File: src/rtl/acc_alu_pkg.sv
package acc_alu_pkg;
  localparam int DW = 8;
  localparam int NW = DW / 2;
  localparam int FW = 5;
  localparam int OPW = 5;

  typedef enum logic [OPW-1:0] {
    OP_ADD = 5'd0,  OP_ADC = 5'd1,  OP_SUB = 5'd2,  OP_SBB = 5'd3,
    OP_AND = 5'd4,  OP_XOR = 5'd5,  OP_OR  = 5'd6,  OP_CMP = 5'd7,
    OP_INC = 5'd8,  OP_DEC = 5'd9,  OP_RL  = 5'd10, OP_RR  = 5'd11,
    OP_RLT = 5'd12, OP_RRT = 5'd13, OP_CMA = 5'd14, OP_STC = 5'd15,
    OP_CMC = 5'd16, OP_DAA = 5'd17
  } alu_op_e;

  typedef struct packed {
    logic s;
    logic z;
    logic ac;
    logic p;
    logic cy;
  } flags_t;

  typedef enum logic [1:0] {LG_AND = 2'd0, LG_XOR = 2'd1, LG_OR = 2'd2} logic_sel_e;
endpackage

File: src/rtl/acc_alu_addsub.sv
module acc_alu_addsub #(
  parameter int DW = 8,
  parameter int NW = 4
) (
  input  logic [DW-1:0] a_i,
  input  logic [DW-1:0] b_i,
  input  logic          cin_i,   // carry in, or borrow in when sub_i
  input  logic          sub_i,
  output logic [DW-1:0] sum_o,
  output logic          cout_o,  // carry out, or borrow out when sub_i
  output logic          hc_o     // nibble carry, or nibble borrow when sub_i
);
  logic [DW-1:0] b_eff;
  logic          c_eff;
  logic [DW:0]   full;
  logic [NW:0]   low;

  // subtraction as a + ~b + ~borrow; carry out inverts to borrow
  assign b_eff = sub_i ? ~b_i : b_i;
  assign c_eff = sub_i ? ~cin_i : cin_i;
  assign full  = {1'b0, a_i} + {1'b0, b_eff} + {{DW{1'b0}}, c_eff};
  assign low   = {1'b0, a_i[NW-1:0]} + {1'b0, b_eff[NW-1:0]} + {{NW{1'b0}}, c_eff};

  assign sum_o  = full[DW-1:0];
  assign cout_o = full[DW] ^ sub_i;
  assign hc_o   = low[NW] ^ sub_i;
endmodule

File: src/rtl/acc_alu_logic.sv
module acc_alu_logic
  import acc_alu_pkg::*;
#(
  parameter int DW = 8
) (
  input  logic [DW-1:0] a_i,
  input  logic [DW-1:0] b_i,
  input  logic_sel_e    sel_i,
  output logic [DW-1:0] y_o
);
  for (genvar i = 0; i < DW; i++) begin : g_bit
    always_comb begin
      unique case (sel_i)
        LG_AND:  y_o[i] = a_i[i] & b_i[i];
        LG_XOR:  y_o[i] = a_i[i] ^ b_i[i];
        default: y_o[i] = a_i[i] | b_i[i];
      endcase
    end
  end
endmodule

File: src/rtl/acc_alu_rot.sv
module acc_alu_rot #(
  parameter int DW = 8
) (
  input  logic [DW-1:0] a_i,
  input  logic          cin_i,
  input  logic          right_i,
  input  logic          thru_i,
  output logic [DW-1:0] y_o,
  output logic          cout_o
);
  logic fill;

  always_comb begin
    if (right_i) begin
      cout_o = a_i[0];
      fill   = thru_i ? cin_i : a_i[0];
      y_o    = {fill, a_i[DW-1:1]};
    end else begin
      cout_o = a_i[DW-1];
      fill   = thru_i ? cin_i : a_i[DW-1];
      y_o    = {a_i[DW-2:0], fill};
    end
  end
endmodule

File: src/rtl/acc_alu_daa.sv
module acc_alu_daa #(
  parameter int DW = 8,
  parameter int NW = 4
) (
  input  logic [DW-1:0] a_i,
  input  logic          ac_i,
  input  logic          cy_i,
  output logic [DW-1:0] y_o,
  output logic          ac_o,
  output logic          cy_o
);
  logic          fix_lo;
  logic          fix_hi;
  logic [NW:0]   lo_sum;
  logic [DW:0]   step1;
  logic [DW-1:0] hi_add;

  assign fix_lo = (a_i[NW-1:0] > NW'(9)) | ac_i;
  assign lo_sum = {1'b0, a_i[NW-1:0]} + (NW+1)'(6);
  assign step1  = {1'b0, a_i} + (fix_lo ? (DW+1)'(6) : '0);
  assign ac_o   = fix_lo & lo_sum[NW];
  // high correction looks at the nibble after the low fix-up
  assign fix_hi = step1[DW] | (step1[DW-1:NW] > NW'(9)) | cy_i;
  assign hi_add = fix_hi ? {NW'(6), NW'(0)} : '0;
  assign y_o    = step1[DW-1:0] + hi_add;
  assign cy_o   = fix_hi;
endmodule

File: src/rtl/acc_alu.sv
module acc_alu
  import acc_alu_pkg::*;
(
  input  logic          clk_i,
  input  logic          rst_ni,
  input  logic [OPW-1:0] op_i,
  input  logic [DW-1:0] acc_i,
  input  logic [DW-1:0] opnd_i,
  input  logic          flag_we_i,
  output logic [DW-1:0] result_o,
  output logic          res_we_o,
  output logic [FW-1:0] next_flags_o,
  output logic [FW-1:0] flags_o
);
  alu_op_e op;
  flags_t  flags_q, flags_d;

  assign op = alu_op_e'(op_i);

  // adder operand steering
  logic [DW-1:0] as_b, as_sum;
  logic          as_cin, as_sub, as_cout, as_hc;

  always_comb begin
    as_b   = opnd_i;
    as_cin = 1'b0;
    as_sub = 1'b0;
    unique case (op)
      OP_ADC:         as_cin = flags_q.cy;
      OP_SUB, OP_CMP: as_sub = 1'b1;
      OP_SBB: begin
        as_sub = 1'b1;
        as_cin = flags_q.cy;
      end
      OP_INC:         as_b = DW'(1);
      OP_DEC: begin
        as_b   = DW'(1);
        as_sub = 1'b1;
      end
      default: ;
    endcase
  end

  acc_alu_addsub #(.DW(DW), .NW(NW)) u_addsub (
    .a_i    (acc_i),
    .b_i    (as_b),
    .cin_i  (as_cin),
    .sub_i  (as_sub),
    .sum_o  (as_sum),
    .cout_o (as_cout),
    .hc_o   (as_hc)
  );

  logic_sel_e    lg_sel;
  logic [DW-1:0] lg_y;

  always_comb begin
    unique case (op)
      OP_AND:  lg_sel = LG_AND;
      OP_XOR:  lg_sel = LG_XOR;
      default: lg_sel = LG_OR;
    endcase
  end

  acc_alu_logic #(.DW(DW)) u_logic (
    .a_i   (acc_i),
    .b_i   (opnd_i),
    .sel_i (lg_sel),
    .y_o   (lg_y)
  );

  logic [DW-1:0] rot_y;
  logic          rot_cy;

  acc_alu_rot #(.DW(DW)) u_rot (
    .a_i     (acc_i),
    .cin_i   (flags_q.cy),
    .right_i (op == OP_RR || op == OP_RRT),
    .thru_i  (op == OP_RLT || op == OP_RRT),
    .y_o     (rot_y),
    .cout_o  (rot_cy)
  );

  logic [DW-1:0] daa_y;
  logic          daa_ac, daa_cy;

  acc_alu_daa #(.DW(DW), .NW(NW)) u_daa (
    .a_i  (acc_i),
    .ac_i (flags_q.ac),
    .cy_i (flags_q.cy),
    .y_o  (daa_y),
    .ac_o (daa_ac),
    .cy_o (daa_cy)
  );

  // result select and flag merge
  logic szp_upd;

  always_comb begin
    result_o = acc_i;
    res_we_o = 1'b1;
    flags_d  = flags_q;
    szp_upd  = 1'b0;
    unique case (op)
      OP_ADD, OP_ADC, OP_SUB, OP_SBB: begin
        result_o   = as_sum;
        flags_d.cy = as_cout;
        flags_d.ac = as_hc;
        szp_upd    = 1'b1;
      end
      OP_CMP: begin
        result_o   = as_sum;
        res_we_o   = 1'b0;
        flags_d.cy = as_cout;
        flags_d.ac = as_hc;
        szp_upd    = 1'b1;
      end
      OP_INC, OP_DEC: begin
        result_o   = as_sum;
        flags_d.ac = as_hc;
        szp_upd    = 1'b1;
      end
      OP_AND, OP_XOR, OP_OR: begin
        result_o   = lg_y;
        flags_d.cy = 1'b0;
        flags_d.ac = 1'b0;
        szp_upd    = 1'b1;
      end
      OP_RL, OP_RR, OP_RLT, OP_RRT: begin
        result_o   = rot_y;
        flags_d.cy = rot_cy;
      end
      OP_CMA: result_o = ~acc_i;
      OP_STC: begin
        res_we_o   = 1'b0;
        flags_d.cy = 1'b1;
      end
      OP_CMC: begin
        res_we_o   = 1'b0;
        flags_d.cy = ~flags_q.cy;
      end
      OP_DAA: begin
        result_o   = daa_y;
        flags_d.ac = daa_ac;
        flags_d.cy = daa_cy;
        szp_upd    = 1'b1;
      end
      default: res_we_o = 1'b0;
    endcase
    if (szp_upd) begin
      flags_d.z = ~|result_o;
      flags_d.s = result_o[DW-1];
      flags_d.p = ~^result_o;
    end
  end

  always_ff @(posedge clk_i or negedge rst_ni) begin
    if (!rst_ni)        flags_q <= '0;
    else if (flag_we_i) flags_q <= flags_d;
  end

  assign next_flags_o = flags_d;
  assign flags_o      = flags_q;
endmodule

File: config.mk
export PLATFORM = sky130hd
export DESIGN_NAME = acc_alu
export DESIGN_NICKNAME = d
export VERILOG_FILES = /design/src/rtl/acc_alu_pkg.sv /design/src/rtl/acc_alu_addsub.sv /design/src/rtl/acc_alu_logic.sv /design/src/rtl/acc_alu_rot.sv /design/src/rtl/acc_alu_daa.sv /design/src/rtl/acc_alu.sv
export SDC_FILE = /design/constraint.sdc
export NUM_CORES = 1
export LEC_CHECK = 0
export BUFFER_PORTS_ARGS = -buffer_cell sky130_fd_sc_hd__buf_4
export CAP_MARGIN = 20
export CORE_MARGIN = 10
export CORE_UTILIZATION = 50
export DETAILED_ROUTE_END_ITERATION = 8
export GPL_ROUTABILITY_DRIVEN = 0
export PLACE_DENSITY_LB_ADDON = 0.1
export SLEW_MARGIN = 30
export SYNTH_ARGS = -nofsm -noshare
export SYNTH_HDL_FRONTEND = slang
export SYNTH_SLANG_ARGS = --single-unit
File: constraint.sdc
create_clock -name clk_i -period 4.01 [get_ports clk_i]
set_input_delay 0 -clock clk_i [delete_from_list [all_inputs] [get_ports clk_i]]
set_output_delay 0 -clock clk_i [all_outputs]
set_load 0.005 [all_outputs]
# Word level (Yosys, flattened, before mapping)
# Cells that the tools add are included.
[totals] register_bits=5 in_bits=24 out_inout_bits=19
[classes] addsub=7 magnitude_cmp=2 eq_ne=18 n_mux=27 bitwise_logic=34 reduce_logical=16
[op_table] cell="== test 5 x 4 -> 1 bit, second input constant" n=8
[op_table] cell="case mux 8 bit (5 select lines)" n=1
[op_table] cell="two-way mux 8 bit" n=3
[op_table] cell="== test 5 x 3 -> 1 bit, second input constant" n=4
[op_table] cell="NOT 8 bit" n=2
[op_table] cell="case mux 1 bit (2 select lines)" n=8
[op_table] cell="OR reduction 15 bit" n=1
[op_table] cell="bitwise OR 1 bit" n=11
[op_table] cell="OR reduction 11 bit" n=1
[op_table] cell="== test 5 x 2 -> 1 bit, second input constant" n=2
[op_table] cell="== test 5 bit, second input constant" n=2
[op_table] cell="XOR 1 bit" n=10
[op_table] cell="adder 8 x 8 -> 9 bit" n=1
[op_table] cell="adder 8 x 9 -> 9 bit" n=1
[op_table] cell="adder 9 x 1 -> 9 bit" n=1
[op_table] cell="AND 1 bit" n=9
[op_table] cell="two-way mux 1 bit" n=9
[op_table] cell="adder 8 bit" n=1
[op_table] cell="greater-than comparator 4 bit, second input constant" n=2
[op_table] cell="OR reduction 4 bit" n=2
[op_table] cell="OR reduction 8 bit" n=1
[op_table] cell="XNOR reduction 8 bit" n=1
[op_table] cell="two-way mux 7 bit" n=1
[op_table] cell="OR reduction 7 bit" n=1
[op_table] cell="other kinds (18)" n=21

# Logic depth before layout (Yosys ltp)
[logic_depth] depth_word=13 depth_mapped=21

# By module
# A second synthesis with hierarchy kept.
[unflattened] hier_cells=315 hier_area_um2=2531.2
[modules_own_cells] module="acc_alu" n_inst=1 cells_per_inst=169 area_each_um2=1232.4 seq_area_each_um2=125.1
[modules_own_cells] module="acc_alu_addsub" n_inst=1 cells_per_inst=52 area_each_um2=439.2 seq_area_each_um2=0.0
[modules_own_cells] module="acc_alu_logic" n_inst=1 cells_per_inst=50 area_each_um2=436.7 seq_area_each_um2=0.0
[modules_own_cells] module="acc_alu_daa" n_inst=1 cells_per_inst=30 area_each_um2=272.8 seq_area_each_um2=0.0
[modules_own_cells] module="acc_alu_rot" n_inst=1 cells_per_inst=14 area_each_um2=150.1 seq_area_each_um2=0.0

# Least setup slack after synthesis
# Ideal clock, no wire load.
[synth_timing] path_kind="input -> register" startpoint="input op_i[1]" endpoint="register flags_q (netlist bit flags_o[1])" setup_ns=0.125 t_arrival_ns=3.753 t_required_ns=3.885 slack_ns=0.133 path_stages=20 path_buffers=3 cell_sequence="buf_2 > buf_2 > buf_1 > nor3_1 > a21oi_1 > nor2_1 > a31oi_1 > nor2_1 > fa_1 > fa_1 > a21o_1 > a21oi_1 > xnor2_1 > a21oi_1 > and3_1 > ha_1 > xor2_1 > xnor2_1 > o21ai_0 > mux2_2"
[synth_between] elab_chain_cells=10 elab_cells_between_ends=52 classes_between="add/sub: 2; eq/ne: 16; mux: 20; bitwise: 2; reduce/logical: 12"
[synth_rtl] item="start: declaration" line="acc_alu.sv:6" text="input logic [OPW-1:0] op_i,"
[synth_rtl] item="== test 5 x 4 -> 1 bit" line="acc_alu.sv:28, acc_alu.sv:104"
[synth_rtl] item="OR reduction 2 bit (no source line)"
[synth_rtl] item="two-way mux 8 bit" line="acc_alu.sv:28" text="unique case (op)"
[synth_rtl] item="NOT 8 bit" line="acc_alu_addsub.sv:19" text="assign b_eff = sub_i ? ~b_i : b_i;"
[synth_rtl] item="two-way mux 8 bit" line="acc_alu_addsub.sv:19"
[synth_rtl] item="adder 8 x 8 -> 9 bit" line="acc_alu_addsub.sv:21" text="assign full = {1'b0, a_i} + {1'b0, b_eff} + {{DW{1'b0}}, c_eff};"
[synth_rtl] item="adder 9 x 1 -> 9 bit" line="acc_alu_addsub.sv:21"
[synth_rtl] item="case mux 8 bit (5 select lines)" line="acc_alu.sv:104" text="unique case (op)"
[synth_rtl] item="XNOR reduction 8 bit" line="acc_alu.sv:153" text="flags_d.p = ~^result_o;"
[synth_rtl] item="two-way mux 1 bit *" line="acc_alu.sv:150" text="if (szp_upd) begin"
[synth_rtl] item="net next_flags_o[1]" line="acc_alu.sv:12" text="output logic [FW-1:0] next_flags_o,"
[synth_rtl] item="end signal: assignment" line="acc_alu.sv:159" text="else if (flag_we_i) flags_q <= flags_d;"
[synth_rtl] item="end: declaration" line="acc_alu.sv:16" text="flags_t flags_q, flags_d;"
# Mark *: on every way through the listed nets, which the timed path passes. The rest lies on a longest branch.
# A chain may end at the register's enable or synchronous reset.

# Final worst setup path
[layout_timing] startpoint="register flags_q (netlist bit flags_o[2])" endpoint="register flags_q (netlist bit flags_o[1])"
[layout_between] elab_chain_cells=11
[layout_rtl] item="bitwise OR 1 bit *" line="acc_alu_daa.sv:18" text="assign fix_lo = (a_i[NW-1:0] > NW'(9)) | ac_i;"
[layout_rtl] item="two-way mux 3 bit *" line="acc_alu_daa.sv:20" text="assign step1 = {1'b0, a_i} + (fix_lo ? (DW+1)'(6) : '0);"
[layout_rtl] item="adder 8 x 9 -> 9 bit *" line="acc_alu_daa.sv:20"
[layout_rtl] item="greater-than comparator 4 bit" line="acc_alu_daa.sv:23" text="assign fix_hi = step1[DW] | (step1[DW-1:NW] > NW'(9)) | cy_i;"
[layout_rtl] item="bitwise OR 1 bit (2 in series)" line="acc_alu_daa.sv:23"
[layout_rtl] item="two-way mux 7 bit" line="acc_alu_daa.sv:24" text="assign hi_add = fix_hi ? {NW'(6), NW'(0)} : '0;"
[layout_rtl] item="adder 8 bit *" line="acc_alu_daa.sv:25" text="assign y_o = step1[DW-1:0] + hi_add;"
[layout_rtl] item="case mux 8 bit (5 select lines) *" line="acc_alu.sv:104"
[layout_rtl] item="XNOR reduction 8 bit *" line="acc_alu.sv:153"
[layout_rtl] item="two-way mux 1 bit *" line="acc_alu.sv:150"
# Mark *: on every way between the ends. The rest lies on a longest branch, timed or not.

==> summary.md <==
| Metric | Value |
|---|---|
| Row count | 25 |
| Yosys top cell area share | between 10% and 20% |
| Die ar. | around 8300 µm² |
| Max Cap Violations | 0 |
| Initial antenna violation count | 0 |
| Outcome | finished clean |
| Fmax achieved | between 200 and 300 MHz |
| Critical path type | flip-flop to flip-flop |
| Vias per Instance | 6.33 |
| Multi-input gate area | approximately 2200 µm² |
| Synth Net Count | between 400 and 500 |
| Cells after Synth | 352 |
| Starting Density | about 53% |
| Postcts setup bufs | 0 |
| Sequential share of power | around a tenth |
| Min Hold Slack | ~0.045 ns |
| I/O pin count | 43 |
| Max reg flops | 5 |
| Die H | 91.0 µm |
| Antenna-violating nets left | 0 |
| Core area | roughly 4800 µm² |
| Peak supply drop | between 100 and 150 µV |
| Total wire length | 8.42 mm |
| Clock share of power | around 15% |
| Drt pass-1 iters | 5 |
| Min Tclk post-route | 3.88 ns |
| Final setup vio count | 0 |
| Arrival time at the worst endpoint | approximately 4 ns |
| Total Power | about 700 µW |
| Switching Fraction | between 40% and 50% |
| CTS HTree Levels | 1 |
| Largest net degree at the start of global routing | 23 |
| Chip width | 91.0 µm |
| FF+latch count, synth | 5 |
| Element type at the critical path start | flip-flop |
| Vias | around 3000 |
| Tcrit/Tclk final | 96.7% |
| Sequential cell area fraction in the yosys report | about 5.0% |
| DRC viols | 0 |
| Layout cells sized above 1 | 24.7% |
| Logic pwr share | between 70% and 80% |
| P per Cell Area | 227 nW/µm² |
| Clock Skew | 0.0111 ns |
| Leakage | 0.00142 µW |
| Synth Warn # | 0 |
| Synth area leader | ha_1 |
| Final Max Tran Viols | 0 |
| Worst Hold Class | input pin to flip-flop |
| Slew @ Worst Pin | between 0.9 and 1 ns |
| Unique masters post-synth | 72 |
| Req. time, crit path | between 4 and 5 ns |
| Total GRT Usage | 19.1% |
| Int Pwr | about 380 µW |
| ANT cells | 0 |
| CTS clk-pin slew, worst paths | approximately 0.04 ns |
| CTS Buf Count | 3 |
| Clock buffer depth | 2 |
| Top cells by area, synth | ha_1 15%, a21oi_1 5.6%, o21ai_0 5.6% |
| Psw | roughly 310 µW |
| Fillers | 472 |
| PortBufs | between 40 and 50 |
| GRT Residual Overflow | 0 |
| CP Capture Type | flip-flop |
| DPL Wire Length | ~6.5 mm |
| Clk Latency, worst-skew pair | between 0.2 and 0.25 ns |
| Final Hold Fails | 0 |
| Wire length of the first global-routing pass | 13.6 mm |
| EDFF count, synth | 0 |
| Synth Area per Inst | between 7 and 8 µm² |
| Area growth from synthesis to layout | 20.6% |
| Main synth FF type | dfrtp_1 |
| Nets | about 460 |
| Clk root buf | clkbuf_8 |
| Vias in the first global route | between 2000 and 3000 |
| Slew margin rel. | 38.6% |
| Routed wire per std cell | 18.1 µm |
| Ys async rst share | 100% |
| # clock sinks | 5 |
| 1st-iter DRT viols | 347 |
| Critical-path maximum fanout | 4 |
| Mapped Area | ~2500 µm² |
| CTS tree | built |
| Reg area | 125 µm² |
-- power groups by stage --
stage	sequential, µW	combinational (µW)	clock [µW]
final	71.1	516	102
after global routing	73.9	564	102
after CTS	71.1	486	99.1
after detailed placement	71.9	482	0
after global placement	71.1	476	0
after floorplan	70.4	312	0
-- placed cells by master, fill, tap and decap left out, types with 5 or more instances in the layout --
cell,n
a21o_1,6
a31oi_1,5
inv_1,23
and3_1,5
o21ai_0,27
buf_4,65
xnor2_1,5
a21oi_1,26
nand2_1,34
mux2i_1,9
a221o_1,5
dfrtp_1,5
ha_1,30
a221oi_1,11
nand3_1,7
nor2_1,32
-- worst paths after layout --
check | startpoint | slack (ns) | cells after the start | endpoint
max | flags_o[2] | 0.13 | 15 | flags_o[1]
min | flag_we_i | 0.04 | 2 | flags_o[2]
max reg2reg | flags_o[2] | 0.13 | 15 | flags_o[1]
min reg2reg | flags_o[3] | 0.54 | 1 | flags_o[3]
max in group asynchronous | rst_ni | 3.76 | 2 | flags_o[1]
min in group asynchronous | rst_ni | 0.11 | 2 | flags_o[4]
-- worst max-delay path: stages (launching register included) --
cell and delay [ns]:
dfrtp_1 0.39, or2_2 0.33, ha_1 0.30, a21oi_1 0.32, nor2_1 0.14, a2111oi_1 0.45
a31oi_1 0.08, o21ai_0 0.09, ha_1 0.26, a221o_1 0.35, a21oi_2 0.16, ha_4 0.23
xnor2_2 0.13, xnor2_1 0.15, o21ai_1 0.09, mux2_2 0.29
-- through the flow --
step           TNS [ns]  util [%]  setup WS [ns]  instance area (µm²)  std cells
2_1_floorplan         0         -          0.133                 2520        352
3_3_place_gp          0      61.0        0.00425                 2920        459
3_5_place_dp    -0.0485      61.0        -0.0485                 2920        459
4_1_cts               0      62.1         0.0183                 2970        464
5_1_grt         -0.0402      63.4        -0.0303                 3040        464
6_report              0      63.4          0.134                 3040        464
-- routing by layer --
metal | routed length, µm | vias up | track usage (%)
li1 | - | 1407 | -
met1 | 3770 | 1377 | 25.5
met2 | 3940 | 140 | 31.7
met3 | 592 | 13 | 2.55
met4 | 112 | 0 | 4.57
met5 | 0 | - | 0
-- logic make-up (layout without fill, tap and decap cells) --
| kind of cell | after synthesis | after routing | share of synthesized area (%) |
|---|---|---|---|
| flip-flops | 5 | 5 | 4.97 |
| adder cells (fa/ha/maj) | 34 | 34 | 17.8 |
| AO/OA/AOI/OAI | 128 | 128 | 35.6 |
| multiplexers | 13 | 13 | 5.37 |
| buffers and inverters | 50 | 95 | 10.5 |
| XOR/XNOR | 10 | 10 | 3.48 |
| AND/OR/NAND/NOR | 112 | 112 | 22.3 |
-- timing repair --
action,in CTS,in global routing
endpoints found under the hold margin,5,0
gates resized for setup,0,13
endpoints found under the setup margin,0,3
hold buffers,1,0
-- synth_stat cells, types with 5 or more instances --
master and instances:
o21ai_0 28, buf_2 7, a221oi_1 11, inv_1 23
and3_1 5, nand3_1 7, nor3_1 6, ha_1 31
a21oi_1 28, a31oi_1 5, dfrtp_1 5, a21o_1 6
clkbuf_1 6, xnor2_1 6, a221o_1 5, nor2_1 32
mux2i_1 9, nand2_1 34
-- area by class of cell --
cell class              instances  share of cell area [%]
inverters                      25                    3.09
clock buffers                   4                    1.48
repair buffers                 66                    16.4
well taps                      67                    2.76
multi-input cells             297                    72.1
flip-flops and latches          5                    4.12
Power figures use the tool's default switching activity.
